## config.mk

```make
export PLATFORM = sky130hd
export DESIGN_NAME = knock_filter
export DESIGN_NICKNAME = d
export VERILOG_FILES = /design/src/rtl/knock_pkg.sv /design/src/rtl/knock_xfsm.sv /design/src/rtl/knock_state_table.sv /design/src/rtl/knock_filter.sv
export SDC_FILE = /design/constraint.sdc
export NUM_CORES = 1
export LEC_CHECK = 0
export CAP_MARGIN = 20
export CORE_MARGIN = 4
export CORE_UTILIZATION = 39
export DETAILED_ROUTE_END_ITERATION = 8
export GPL_ROUTABILITY_DRIVEN = 0
export GPL_TIMING_DRIVEN = 0
export PLACE_DENSITY = 0.63
export SLEW_MARGIN = 0
export SYNTH_ARGS = -nofsm -noshare
export SYNTH_HDL_FRONTEND = slang
export SYNTH_SLANG_ARGS = --single-unit
```

## constraint.sdc

```tcl
create_clock -name clk -period 11.4 [get_ports clk]
set_input_delay 2.28 -clock clk [delete_from_list [all_inputs] [get_ports clk]]
set_output_delay 2.28 -clock clk [all_outputs]
set_load 0.01 [all_outputs]
```

## src/rtl/knock_pkg.sv

```systemverilog
// Shared types for the per-source port knocking filter.
// Assumes nothing beyond the state encoding below.
package knock_pkg;
    // Per-source state; the numeric values are also the step index
    // used to pick the expected knock port.
    typedef enum logic [2:0] {
        KS_IDLE = 3'd0,
        KS_K1   = 3'd1,
        KS_K2   = 3'd2,
        KS_K3   = 3'd3,
        KS_OPEN = 3'd4
    } kstate_t;
endpackage

```

## src/rtl/knock_xfsm.sv

```systemverilog
// Shared transition function: maps {current state, destination port}
// to {next state, forward}. Purely combinational.
// Assumes KNOCK_SEQ holds four ports, step 0 in the low slice.
module knock_xfsm
    import knock_pkg::*;
#(
    parameter int                   PORT_W    = 16,
    parameter logic [4*PORT_W-1:0]  KNOCK_SEQ = {16'd8456, 16'd7345, 16'd6234, 16'd5123},
    parameter logic [PORT_W-1:0]    SVC_PORT  = 16'd22
) (
    input  kstate_t             cur_state,
    input  logic [PORT_W-1:0]   dport,
    output kstate_t             nxt_state,
    output logic                fwd
);
    localparam int STEPS = 4;

    logic [STEPS-1:0] knock_match;
    logic [2:0]       cur_b;

    assign cur_b = cur_state;

    // One comparator per knock step.
    for (genvar g = 0; g < STEPS; g++) begin : g_step
        assign knock_match[g] = (dport == KNOCK_SEQ[g*PORT_W +: PORT_W]);
    end

    // Select the next state and the verdict.
    always_comb begin
        nxt_state = KS_IDLE;
        fwd       = 1'b0;
        if (cur_state == KS_OPEN) begin
            if (dport == SVC_PORT) begin
                nxt_state = KS_OPEN;
                fwd       = 1'b1;
            end
        end else if (cur_b[2] == 1'b0) begin
            if (knock_match[cur_b[1:0]]) begin
                nxt_state = kstate_t'(cur_b + 3'd1);
            end
        end
    end
endmodule

```

## src/rtl/knock_state_table.sv

```systemverilog
// Small associative store of {source key, state} pairs.
// Lookup is combinational; a write lands at the clock edge.
// Assumes the caller never writes a key into a second entry and uses
// rsv_en/rsv_idx to hide an entry it is about to fill from the free search.
module knock_state_table
    import knock_pkg::*;
#(
    parameter int ENTRIES = 16,
    parameter int KEY_W   = 32,
    localparam int IDX_W  = $clog2(ENTRIES)
) (
    input  logic                clk,
    input  logic                rst_n,
    input  logic [KEY_W-1:0]    lk_key,
    output logic [ENTRIES-1:0]  lk_hitvec,
    output logic                lk_hit,
    output logic [IDX_W-1:0]    lk_idx,
    output kstate_t             lk_state,
    input  logic                rsv_en,
    input  logic [IDX_W-1:0]    rsv_idx,
    output logic                free_ok,
    output logic [IDX_W-1:0]    free_idx,
    input  logic                wr_en,
    input  logic [IDX_W-1:0]    wr_idx,
    input  logic [KEY_W-1:0]    wr_key,
    input  kstate_t             wr_state
);
    logic [ENTRIES-1:0] ent_vld;
    logic [KEY_W-1:0]   ent_key [ENTRIES];
    kstate_t            ent_st  [ENTRIES];
    logic [ENTRIES-1:0] freevec;

    // Per-entry key match and free flag.
    for (genvar g = 0; g < ENTRIES; g++) begin : g_ent
        assign lk_hitvec[g] = ent_vld[g] && (ent_key[g] == lk_key);
        assign freevec[g]   = !ent_vld[g] && !(rsv_en && (rsv_idx == IDX_W'(g)));
    end

    // Encode the hit entry and the lowest free entry.
    always_comb begin
        lk_idx   = '0;
        free_idx = '0;
        for (int i = ENTRIES - 1; i >= 0; i--) begin
            if (lk_hitvec[i]) lk_idx   = IDX_W'(i);
            if (freevec[i])   free_idx = IDX_W'(i);
        end
        lk_hit   = |lk_hitvec;
        free_ok  = |freevec;
        lk_state = lk_hit ? ent_st[lk_idx] : KS_IDLE;
    end

    // Entry occupancy; cleared by reset.
    always_ff @(posedge clk) begin
        if (!rst_n) begin
            ent_vld <= '0;
        end else if (wr_en) begin
            ent_vld[wr_idx] <= 1'b1;
        end
    end

    // Entry payload; only meaningful while its valid bit is set.
    always_ff @(posedge clk) begin
        if (wr_en) begin
            ent_key[wr_idx] <= wr_key;
            ent_st[wr_idx]  <= wr_state;
        end
    end
endmodule

```

## src/rtl/knock_filter.sv

```systemverilog
// Per-source port knocking filter, two register stages.
// Stage 1 holds the looked-up header. Its transition is evaluated and
// written back as it moves into stage 2, which holds the verdict.
// A header looked up behind a same-source header in stage 1 takes
// that header's pending result instead of the stale table value.
// Assumes a synchronous active-low reset.
module knock_filter
    import knock_pkg::*;
#(
    parameter int                   ADDR_W    = 32,
    parameter int                   PORT_W    = 16,
    parameter int                   ENTRIES   = 16,
    parameter logic [4*PORT_W-1:0]  KNOCK_SEQ = {16'd8456, 16'd7345, 16'd6234, 16'd5123},
    parameter logic [PORT_W-1:0]    SVC_PORT  = 16'd22
) (
    input  logic                clk,
    input  logic                rst_n,
    input  logic                in_valid,
    output logic                in_ready,
    input  logic [ADDR_W-1:0]   in_src,
    input  logic [PORT_W-1:0]   in_dport,
    output logic                out_valid,
    input  logic                out_ready,
    output logic                out_fwd
);
    localparam int IDX_W = $clog2(ENTRIES);

    // Stage 1 state.
    logic               s1_valid;
    logic [ADDR_W-1:0]  s1_src;
    logic [PORT_W-1:0]  s1_dport;
    logic               s1_hit;
    logic               s1_alloc;
    logic [IDX_W-1:0]   s1_idx;
    kstate_t            s1_state;

    // Table lookup results.
    logic [ENTRIES-1:0] t_hitvec;
    logic               t_hit;
    logic [IDX_W-1:0]   t_idx;
    kstate_t            t_state;
    logic               t_free_ok;
    logic [IDX_W-1:0]   t_free_idx;

    // Effective lookup after forwarding.
    logic               e_hit;
    logic               e_alloc;
    logic [IDX_W-1:0]   e_idx;
    kstate_t            e_state;

    kstate_t            nx_state;
    logic               nx_fwd;
    logic               s1_wr;
    logic               s2_ready;
    logic               s1_adv;
    logic               accept;
    logic               byp;

    assign s2_ready = !out_valid || out_ready;
    assign s1_adv   = s1_valid && s2_ready;
    assign in_ready = !s1_valid || s2_ready;
    assign accept   = in_valid && in_ready;
    assign s1_wr    = s1_valid && (s1_hit || s1_alloc);
    assign byp      = s1_valid && (s1_src == in_src);

    knock_state_table #(
        .ENTRIES (ENTRIES),
        .KEY_W   (ADDR_W)
    ) i_table (
        .clk       (clk),
        .rst_n     (rst_n),
        .lk_key    (in_src),
        .lk_hitvec (t_hitvec),
        .lk_hit    (t_hit),
        .lk_idx    (t_idx),
        .lk_state  (t_state),
        .rsv_en    (s1_valid && !s1_hit && s1_alloc),
        .rsv_idx   (s1_idx),
        .free_ok   (t_free_ok),
        .free_idx  (t_free_idx),
        .wr_en     (s1_adv && s1_wr),
        .wr_idx    (s1_idx),
        .wr_key    (s1_src),
        .wr_state  (nx_state)
    );

    knock_xfsm #(
        .PORT_W    (PORT_W),
        .KNOCK_SEQ (KNOCK_SEQ),
        .SVC_PORT  (SVC_PORT)
    ) i_xfsm (
        .cur_state (s1_state),
        .dport     (s1_dport),
        .nxt_state (nx_state),
        .fwd       (nx_fwd)
    );

    // Choose between the table and the pending stage-1 result.
    always_comb begin
        if (byp) begin
            e_hit   = s1_wr;
            e_idx   = s1_idx;
            e_state = s1_wr ? nx_state : KS_IDLE;
            e_alloc = !s1_wr && t_free_ok;
        end else begin
            e_hit   = t_hit;
            e_idx   = t_hit ? t_idx : t_free_idx;
            e_state = t_state;
            e_alloc = !t_hit && t_free_ok;
        end
    end

    // Stage-1 occupancy.
    always_ff @(posedge clk) begin
        if (!rst_n) begin
            s1_valid <= 1'b0;
        end else if (accept) begin
            s1_valid <= 1'b1;
        end else if (s1_adv) begin
            s1_valid <= 1'b0;
        end
    end

    // Stage-1 header and lookup capture.
    always_ff @(posedge clk) begin
        if (accept) begin
            s1_src   <= in_src;
            s1_dport <= in_dport;
            s1_hit   <= e_hit;
            s1_alloc <= e_alloc;
            s1_idx   <= e_idx;
            s1_state <= e_state;
        end
    end

    // Stage-2 verdict register, held while the consumer stalls.
    always_ff @(posedge clk) begin
        if (!rst_n) begin
            out_valid <= 1'b0;
            out_fwd   <= 1'b0;
        end else if (s2_ready) begin
            out_valid <= s1_valid;
            out_fwd   <= s1_valid && nx_fwd;
        end
    end
endmodule

```

# Yosys cells after proc, flatten, opt, wreduce, memory -nomap -nowiden
# Memory sizes are Yosys's and may differ from the RTL's.
# Cells that the tools add are included.
[classes] n_addsub=1 magnitude_cmp=3 n_eq_ne=38 mux=52 n_bitwise=2 reduce_logical=104
[ops] cell="equality test 32 bit" n=17
[ops] cell="two-way mux 4 bit" n=33
[ops] cell="logical AND 1 bit" n=59
[ops] cell="equality test 16 x 13 -> 1 bit (second input constant)" n=3
[ops] cell="logical NOT 1 bit" n=37
[ops] cell="equality test 4 bit (second input constant)" n=8
[ops] cell="OR reduction 16 bit" n=2
[ops] cell="two-way mux 3 bit" n=7
[ops] cell="equality test 16 x 14 -> 1 bit (second input constant)" n=1
[ops] cell="equality test 16 x 5 -> 1 bit (second input constant)" n=1
[ops] cell="equality test 4 x 3 -> 1 bit (second input constant)" n=4
[ops] cell="bitwise OR 16 bit" n=1
[ops] cell="two-way mux 1 bit" n=10
[ops] cell="equality test 4 x 2 -> 1 bit (second input constant)" n=2
[ops] cell="less-than comparator 4 x 5 -> 1 bit (second input constant)" n=1
[ops] cell="demux 1 bit (select 4 bit)" n=1
[ops] cell="equality test 4 x 1 -> 1 bit (second input constant)" n=1
[ops] cell="greater-or-equal comparator 4 x 1 -> 1 bit (second input constant)" n=1
[ops] cell="logical NOT 4 bit" n=1
[ops] cell="adder 3 x 1 -> 3 bit (second input constant)" n=1
[ops] cell="equality test 3 bit (second input constant)" n=1
[ops] cell="logical OR 1 bit" n=3
[ops] cell="less-than comparator 2 x 3 -> 1 bit (second input constant)" n=1
[ops] cell="binary-select mux 1 bit (select 2 bit)" n=1
[ops] cell="other kinds (3)" n=3
[totals] ff_bits=76 ram_bits=560 in_bits=52 output_inout_bits=3 word_cells=212 mem_count=2
[mem_list] name="i_table.ent_key" words=16 word_bits=32 read_ports=16 rd_ports_with_merged_regs=0 wr=1 line="knock_state_table.sv:29" text="logic [KEY_W-1:0] ent_key [ENTRIES];"
[mem_list] name="i_table.ent_st" words=16 word_bits=3 read_ports=1 rd_ports_with_merged_regs=0 wr=1 line="knock_state_table.sv:30" text="kstate_t ent_st [ENTRIES];"

# Depth between registers and ports, before layout
[logic_depth] word_depth=23 depth_mapped=15 ltp_nobuf=12

# By module
# Synthesis repeated with hierarchy kept, for this count alone.
[unflattened] hier_cells=1753 area_unflattened_um2=27407.5
[by_module_without_submodules] module="knock_state_table" n_inst=1 cells_each=1578 area_per_inst_um2=24803.8 seq_area_each_um2=17136.4
[by_module_without_submodules] module="knock_filter" n_inst=1 cells_each=136 area_per_inst_um2=2353.5 seq_area_each_um2=1771.7
[by_module_without_submodules] module="knock_xfsm" n_inst=1 cells_each=39 area_per_inst_um2=250.2 seq_area_each_um2=0.0

# Worst setup path after synthesis
# Ideal clock, no wire load.
[synth_path] kind="input -> register" startpoint="input in_src[1]" endpoint="register s1_state[2] (data pin)" setup_time_ns=0.135 arrival_time_ns=5.402 required_ns=11.265 path_slack_ns=5.863 path_stages=13 n_path_buf=2 path_cell_list="clkbuf_1 -> buf_2 -> xnor2_1 -> or3b_2 -> nor4_1 -> nand4b_1 -> o41ai_1 -> a31oi_4 -> mux2_4 -> o22ai_1 -> mux2_2 -> a311o_1 -> nand3_1"
[synth_between] elab_chain_cells=21 elab_cells_between_ends=54 classes_between="eq/ne: 17; mux: 18; reduce/logical: 18; memory: 1"
[synth_lines] item="start, declared" line="knock_filter.sv:20" text="input logic [ADDR_W-1:0] in_src,"
[synth_lines] item="equality test 32 bit" line="knock_state_table.sv:35" text="assign lk_hitvec[g] = ent_vld[g] && (ent_key[g] == lk_key);"
[synth_lines] item="logical AND 1 bit" line="knock_state_table.sv:35"
[synth_lines] item="two-way mux 4 bit (16 in a row)" line="knock_state_table.sv:44" text="if (lk_hitvec[i]) lk_idx = IDX_W'(i);"
[synth_lines] item="memory read (16 x 3 bit)"
[synth_lines] item="two-way mux 3 bit" line="knock_state_table.sv:49" text="lk_state = lk_hit ? ent_st[lk_idx] : KS_IDLE;"
[synth_lines] item="two-way mux 3 bit *" line="knock_filter.sv:100" text="if (byp) begin"
[synth_lines] item="named net e_state[2]" line="knock_filter.sv:49" text="kstate_t e_state;"
[synth_lines] item="end signal, assigned" line="knock_filter.sv:132" text="s1_state <= e_state;"
[synth_lines] item="end, declared" line="knock_filter.sv:35" text="kstate_t s1_state;"
# Mark *: on every way through the listed nets, which the timed path passes. The rest lies on a longest branch.
# A chain may end at the register's enable or synchronous reset.

# Worst setup path after layout
[layout_path] startpoint="input in_src[1]" endpoint="register s1_state[1] (data pin)"
# Same word-level chain as after synthesis.

==> impl_metrics.json <==
{
  "antennaDiodeCount": 0,
  "whs_ns": 0.548,
  "cts-root-buf": "clkbuf_16",
  "setup_viol": 0,
  "clk_path_buf_depth": 3,
  "ys_ff_latch": 636,
  "ioPinCount": 55,
  "yosysTopAreaCell": "edfxtp_1",
  "crit_path_start_kind": "primary input",
  "routed_wl_um": 93100,
  "slew_headroom_pct": 18.6,
  "reg2reg_to": "s1_state[1]$_DFFE_PP_",
  "layout.nets": 2159,
  "peakVddDrop_uv": 120,
  "grt_pass1_vias": 17900,
  "status": "finished, final reports clean",
  "start_util_pct": 39.5,
  "h-tree-depth": 3,
  "drt_iter0_drc": 2294,
  "tns_ns": 0,
  "cp_slowest_cell": "o41ai_1",
  "dpl.hpwl_um": 62000,
  "rsz0062_at_grt": "no",
  "wl_per_cell_um": 30.0,
  "grt_pass1_wl_um": 130000,
  "r2r_cells": 12,
  "coreArea_sq_um": 71700,
  "insertion_delay_ns": 0.61,
  "worst-setup-path-type": "primary input to flop",
  "grt_max_degree": 55,
  "worstHoldStart": "i_table.ent_vld[12]$_SDFFE_PN0P_",
  "hold_buffers": 0,
  "clkTransAtPathRegs_ns": 0.06,
  "power.density_nw_per_um2": 153,
  "max_freq_mhz": 133,
  "layout_min_cycle_time_ns": 7.52,
  "worstReg2RegStart": "i_table.ent_key[0][19]$_DFFE_PP_",
  "worstSetupStartpoint": "in_src[1]",
  "yosysSeqAreaShare_pct": 66.8,
  "critPathArrivalTime_ns": 7.83,
  "worst_pin_slew_ns": 1.22,
  "postCtsSetupBuffers": 0,
  "die_w_um": 277,
  "ys_types": 65,
  "critPathMostFrequentCell": "clkbuf_1",
  "synth_ff_type": "edfxtp_1",
  "via_count": 18300,
  "cts_tree": "done",
  "timing.final.crit_share_pct": 66.0,
  "antenna_found_initial": 4,
  "hold_viol": 0,
  "rows": 98,
  "avgSynthCellArea_sq_um": 14.6,
  "cp.required_ns": 11.72,
  "die_area_sq_um": 77000,
  "yosysWarnings": 0,
  "async_reset_ff_share_pct": 0,
  "die_h_um": 277,
  "cts.sinks": 636,
  "drive_gt1_share_pct": 10.9,
  "crit_cells": 14,
  "max_stage_delay_ns": 0.99,
  "critPathBufInv": 4,
  "slew_viol_final": 0,
  "grt-ovfl-total": 0,
  "leakagePower_nw": 10.5,
  "crit_family": "buffers and inverters",
  "syn_to_final_growth_pct": 17.7,
  "viasPerCell": 5.89,
  "maxCapViolCount": 0,
  "ant_nets": 0,
  "synthCells": 1937,
  "synth_top_area_share_pct": 65.4,
  "syn-num-nets": 1991,
  "firstDrtPassIters": 6,
  "netlist_top_cells_area": "edfxtp_1 (65%), xor2_1 (9.2%), xnor2_1 (7.3%)",
  "crit_path_end": "s1_state[1]$_DFFE_PP_",
  "syn_area_sq_um": 28300,
  "r2r_setup_slack_ns": 7.14,
  "cts_buffers": 68,
  "track_usage_pct": 23.6,
  "cts_resized": 0,
  "crit_chain": "clkdlybuf4s50_1, clkbuf_1, buf_2, xnor2_1, or3b_2, nor4_1, nand4b_1, o41ai_1, a31oi_4, clkbuf_1, a211oi_1, a21oi_1, a22oi_1, o211ai_1",
  "synth_edf_count": 617,
  "cp_max_fo": 10,
  "hp-class": "flop to flop",
  "end_kind": "flop",
  "port-buffer-count": 53,
  "clock_skew_ns": 0.0172,
  "drc_errors": 0
}
## stage by stage
step	power [mW]	util (%)	instances	instance area, sq um	worst slack (ns)
global route	5.23	46.5	3100	33300	3.82
floorplan	2.84	-	1937	28300	5.86
finish	5.10	46.5	3100	33300	3.88
CTS	5.11	46.5	3100	33300	4.08
detailed placement	3.05	43.6	2985	31300	3.45
global placement	3.01	41.9	2940	30000	3.47
## worst reg2reg max path: cells and delay by family (launching register included)
| family | cells | cell delay (ns) |
|---|---|---|
| AOI/OAI and AO/OA | 6 | 2.00 |
| xor gates and xnor gates | 1 | 0.22 |
| buffers and inverters | 1 | 0.37 |
| DFF | 1 | 0.39 |
| and+or+nand+nor | 4 | 0.99 |
## sequential cells by signal (all words and copies together) (netlist names), 3 cells and up
name             count
s1_state             3
i_table.ent_st      48
s1_idx               4
s1_src              32
i_table.ent_key    512
i_table.ent_vld     16
s1_dport            16
## metal layers
| layer | up-vias | global-route usage [%] | routed length [um] |
|---|---|---|---|
| li1 | 7695 | - | - |
| met1 | 9168 | 31.3 | 36000 |
| met2 | 1130 | 37.4 | 42800 |
| met3 | 270 | 5.11 | 9280 |
| met4 | 0 | 10.5 | 5040 |
| met5 | - | 0 | 0 |
## worst min-delay path by stage
| stage | to | slack [ns] | cells past startpoint |
|---|---|---|---|
| after floorplan | i_table.ent_vld[6]$_SDFFE_PN0P_ | 0.48 | 1 |
| after global placement | i_table.ent_vld[12]$_SDFFE_PN0P_ | 0.53 | 1 |
| after detailed placement | i_table.ent_vld[12]$_SDFFE_PN0P_ | 0.54 | 1 |
| after CTS | i_table.ent_vld[12]$_SDFFE_PN0P_ | 0.55 | 1 |
| after global routing | i_table.ent_vld[12]$_SDFFE_PN0P_ | 0.60 | 1 |
| final | i_table.ent_vld[12]$_SDFFE_PN0P_ | 0.55 | 1 |
## cells in the final DEF (no fill, tap or decap), drive strengths merged, types with 15 or more instances in the layout
cell	count
nand2b	25
nor2	36
nand4	123
dfxtp	19
buf	110
xor2	298
o21ai	19
nor3	35
clkbuf	100
nand3	36
a21oi	17
nand4b	15
nor4	141
mux2i	17
nor2b	16
o21a	18
nand2	61
clkdlybuf4s50	53
clkinv	17
xnor2	238
edfxtp	617
## cell type report
cell class | count | area (sq um)
clock inverter | 21 | 148
multi-input combinational | 1217 | 9090
timing repair buffer | 98 | 1640
clock buffer | 94 | 1900
buffer | 71 | 403
inverter | 13 | 48.8
fill | 6226 | 38400
sequential | 636 | 18900
tap | 950 | 1190
## power by group
| group | leakage (nW) | total [mW] | internal, mW | switching [mW] |
|---|---|---|---|---|
| Clock | 1.00 | 2.09 | 1.20 | 0.884 |
| Combinational | 3.68 | 0.373 | 0.131 | 0.243 |
| Sequential | 5.80 | 2.64 | 2.59 | 0.0464 |
| Total | 10.5 | 5.10 | 3.92 | 1.17 |
## cell usage after synthesis, drive strengths merged (6+ instances only)
library cell	instances
nor3b	6
or3b	7
mux2i	17
nand4b	15
or4	14
o21ai	19
nand4	123
and3	9
nor2	36
o21a	18
edfxtp	617
and2	7
nor4	141
or2	7
inv	13
clkbuf	6
nand3	36
nor4b	9
nor3	35
a21oi	17
buf	65
nor2b	16
nand2	61
xor2	298
a211oi	6
xnor2	238
dfxtp	19
nand2b	25
## cells by family after synthesis
logic type      after synthesis  synth area share [%]
compound gates              102                  2.66
xor+xnor                    536                  16.6
fa+ha+maj                     2                0.0883
buf+inv                      84                  1.59
flops                       636                  66.8
mux                          22                 0.813
simple gates                555                  11.5
Power figures use the tool's default switching activity.
